===== src/rtl/adcm_pkg.sv =====
package adcm_pkg;
  localparam int CFG_W   = 14;  // configuration bits at the head of a frame
  localparam int SEL_LSB = 7;   // lowest bit of the channel field in that word
endpackage


===== src/rtl/adcm_cfg.sv =====
module adcm_cfg
  import adcm_pkg::*;
#(
  parameter int SEL_W = 3
) (
  input  logic             clk,
  input  logic             rst,
  input  logic             cs_fall,
  input  logic             cs_rise,
  input  logic             sclk_rise,
  input  logic             mosi_s,
  output logic [SEL_W-1:0] act_ch,
  output logic             act_valid
);
  localparam int SH_W  = SEL_LSB + SEL_W;
  localparam int CNT_W = $clog2(CFG_W + 1);
  localparam logic [CNT_W-1:0] FULL = CNT_W'(CFG_W);

  logic [SH_W-1:0]  sh;
  logic [CNT_W-1:0] bits;

  always_ff @(posedge clk) begin
    if (rst) begin
      sh        <= '0;
      bits      <= '0;
      act_ch    <= '0;
      act_valid <= 1'b0;
    end else begin
      if (cs_fall) begin
        bits <= '0;
      end else if (sclk_rise && bits != FULL) begin
        sh   <= {sh[SH_W-2:0], mosi_s};
        bits <= bits + 1'b1;
      end
      if (cs_rise && bits == FULL) begin
        act_ch    <= sh[SEL_LSB +: SEL_W];
        act_valid <= 1'b1;
      end
    end
  end

  p_cfg_at_frame_end_r4: assert property (@(posedge clk) disable iff (rst)
    !$stable(act_ch) |-> $past(cs_rise));
  p_valid_sticky_r1: assert property (@(posedge clk) disable iff (rst)
    $past(act_valid) |-> act_valid);
endmodule


===== config.mk =====
export PLATFORM = sky130hd
export DESIGN_NAME = adcm_cfg
export DESIGN_NICKNAME = d
export VERILOG_FILES = /design/src/rtl/adcm_pkg.sv /design/src/rtl/adcm_cfg.sv
export SDC_FILE = /design/constraint.sdc
export NUM_CORES = 1
export LEC_CHECK = 0
export CORE_MARGIN = 2
export CORE_UTILIZATION = 40
export CTS_BUF_LIST = sky130_fd_sc_hd__clkbuf_4 sky130_fd_sc_hd__clkbuf_8
export DETAILED_ROUTE_END_ITERATION = 8
export DONT_BUFFER_PORTS = 1
export SLEW_MARGIN = 30
export SYNTH_ARGS = -nofsm -noshare
export SYNTH_HDL_FRONTEND = slang
export SYNTH_SLANG_ARGS = --single-unit
export TNS_END_PERCENT = 10

===== constraint.sdc =====
create_clock -name clk -period 2.6 [get_ports clk]
set_input_delay 0.52 -clock clk [delete_from_list [all_inputs] [get_ports clk]]
set_output_delay 0.52 -clock clk [all_outputs]
set_load 0.01 [all_outputs]

==> out/qor.yml <==
worst_path_largest_cell_delay_ns: 0.53
drv_cap: 0
antenna_cells: 0
die_x_um: 46.93
cts_setup_buffers: 0
rsz0062_at_grt: "false"
grt_max_degree: 20
fin_area_um2: 784.5
reg2reg_depth: 5
setup_violations: 0
p_leak_nw: 0.2730
synth_warnings: 0
clock_sinks: 18
crit_slowest_cell: "and3b_1"
die_area_um2: 2202
min_to: "act_valid"
root_buffer: "clkbuf_4"
postSynthCellCount: 70
cts_made_buffers: 3
synth.distinct_cells: 23
syn2layout_area_growth_pct: 6.452
synth.largest_area_cell: "dfxtp_1"
die_y_um: 46.93
crit_fanout: 10
yosysSeqAreaShare: 0.4890
overflow: 0
num_io_pins: 10
start_kind: "flip-flop"
crit_arrival_ns: 1.86
grt_pass1_vias: 473
drive_above_1_share: 0.09859
avgSynthCellArea_um2: 10.53
ctsResizeCount: 0
min_from: "rst"
floorplan.initialDensity: 0.4268
cts_tree: "built"
synth_area_leaders: "dfxtp_1 (49%), mux2i_1 (14%), nand2b_1 (9.3%), ha_1 (3.4%), nand3b_1 (3.1%)"
worst_pin_slew_ns: 0.5571
crit_family: "simple AND/OR/NAND/NOR gates"
fin_crit_ns: 1.649
first_pass_iters: 1
fin_crit_sh: 0.6340
finalMaxSlewViolations: 0
drtIter0Drc: 0
via_count: 471
worstReg2RegStart: "bits[0]"
critPathBufInv: 1
skew_ns: 0.004416
avgViaCountPerCell: 4.906
netlist_area_um2: 737.0
max-vdd-ir-drop_v: 0.0002648
utilization: 0.4543
dp_slack_ns: 0.9573
hold_class: "input pin to flip-flop"
worstHoldPathCells: 1
postRouteWirelength_mm: 1.081
nets: 80
hold_violations: 0
status: "completed"
fillCellCount: 166
required_ns: 2.81
ant_nets: 0
remaining_drc_errors: 0
placed_cell_area_um2: 748.2
holdBufCountCts: 0
cts_max_path_buffers: 2
final_cell_mix: "dfxtp_1 (18), nand2b_1 (11), mux2i_1 (10)"
fmax_mhz: 606.6
routedWlPerCell_um: 11.26
dp_hpwl_um: 773.9
insertion_delay_ns: 0.28
cts_max_level: 1
place_congestion: 0.7618
end_kind: "flip-flop"
synth_seq_cells: 18
power_density_nw_per_um2: 589.7
antenna_found_initial: 0
path_class: "flip-flop to flip-flop"
grt_pass1_wl_mm: 1.828
path_cells: "inv_1 > ha_1 > nand3_2 > and3b_1 > mux2i_1"
netlist.area_leader.share: 0.4890
grt.total_usage: 0.1171
finalSetupTns_ns: 0
synth_nets: 78
rows: 15
relSlewSlack: 0.6286
setup_ws_ns: 0.9515
core_area_um2: 1727
crit_start: "bits[0]"
regToRegSetupSlack_ns: 0.95
io_buffers: 0
final_common_cell: "dfxtp_1"
rr_endpoint: "sh[2]"
clkTransAtPathRegs_ns: 0.10
[metrics by stage]
step / total power [mW] / hold WS, ns / cells
3_3_place_gp: 0.3036 / 0.4716 / 92
2_1_floorplan: 0.3062 / 0.4524 / 70
5_1_grt: 0.4839 / 0.2820 / 96
6_report: 0.4626 / 0.2985 / 96
4_1_cts: 0.4714 / 0.2881 / 96
3_5_place_dp: 0.3040 / 0.4727 / 92
[how the worst max path moves through the flow]
| stage | endpoint | cells past startpoint |
|---|---|---|
| after floorplan | sh[0] | 6 |
| after global placement | sh[4] | 5 |
| after detailed placement | sh[2] | 5 |
| after CTS | sh[3] | 5 |
| after global routing | sh[2] | 5 |
| final | sh[2] | 5 |
[where the power goes]
part / switching, mW / internal [mW]
sequential: 0.00142 / 0.278
combinational: 0.00723 / 0.0107
clock: 0.0802 / 0.0850
[state kept, by name, summed over array words and instances (netlist names)]
signal and count:
sh 10, act_ch 3, bits 4, act_valid 1
[synth_stat cells]
cell       instances
a2111oi_0          1
a2111oi_1          1
a211oi_1           1
a21o_2             1
a21oi_1            4
and3_2             1
and3b_1            1
buf_2              1
buf_6              1
clkbuf_1           1
dfxtp_1           18
ha_1               2
inv_1              3
mux2i_1           10
nand2_1            1
nand2b_1          11
nand3_1            1
nand3_2            1
nand3b_1           3
nand4_1            2
nor3_1             1
nor4_1             1
o21ai_0            3
[layer usage]
metal,vias to the layer above,global-route usage,routed length [µm],part of all wire
met5,-,0,0,0
met4,0,0.05556,10,0.0093
met3,2,0.03462,48,0.044
met2,7,0.1945,467,0.43
met1,209,0.1382,553,0.51
li1,253,-,-,-
[worst register-to-register path, stage by stage, from the launching register on]
cell	delay (ns)
dfxtp_1	0.36
inv_1	0.08
ha_1	0.25
nand3_2	0.12
and3b_1	0.53
mux2i_1	0.25
[final cells by class]
class | instances | area [µm²] | area share
Tap cell | 25 | 31.28 | 0.03987
Multi-Input combinational cell | 46 | 345.3 | 0.4402
Clock buffer | 4 | 36.28 | 0.04625
Sequential cell | 18 | 360.3 | 0.4593
Inverter | 3 | 11.26 | 0.01435
[cells by family after synthesis]
family	Yosys count	synth area share
compound gates	11	0.09508
buf+inv	6	0.04243
flops	18	0.4890
fa+ha+maj	2	0.03395
simple gates	23	0.2037
mux	10	0.1358
Power figures use the tool's default switching activity.
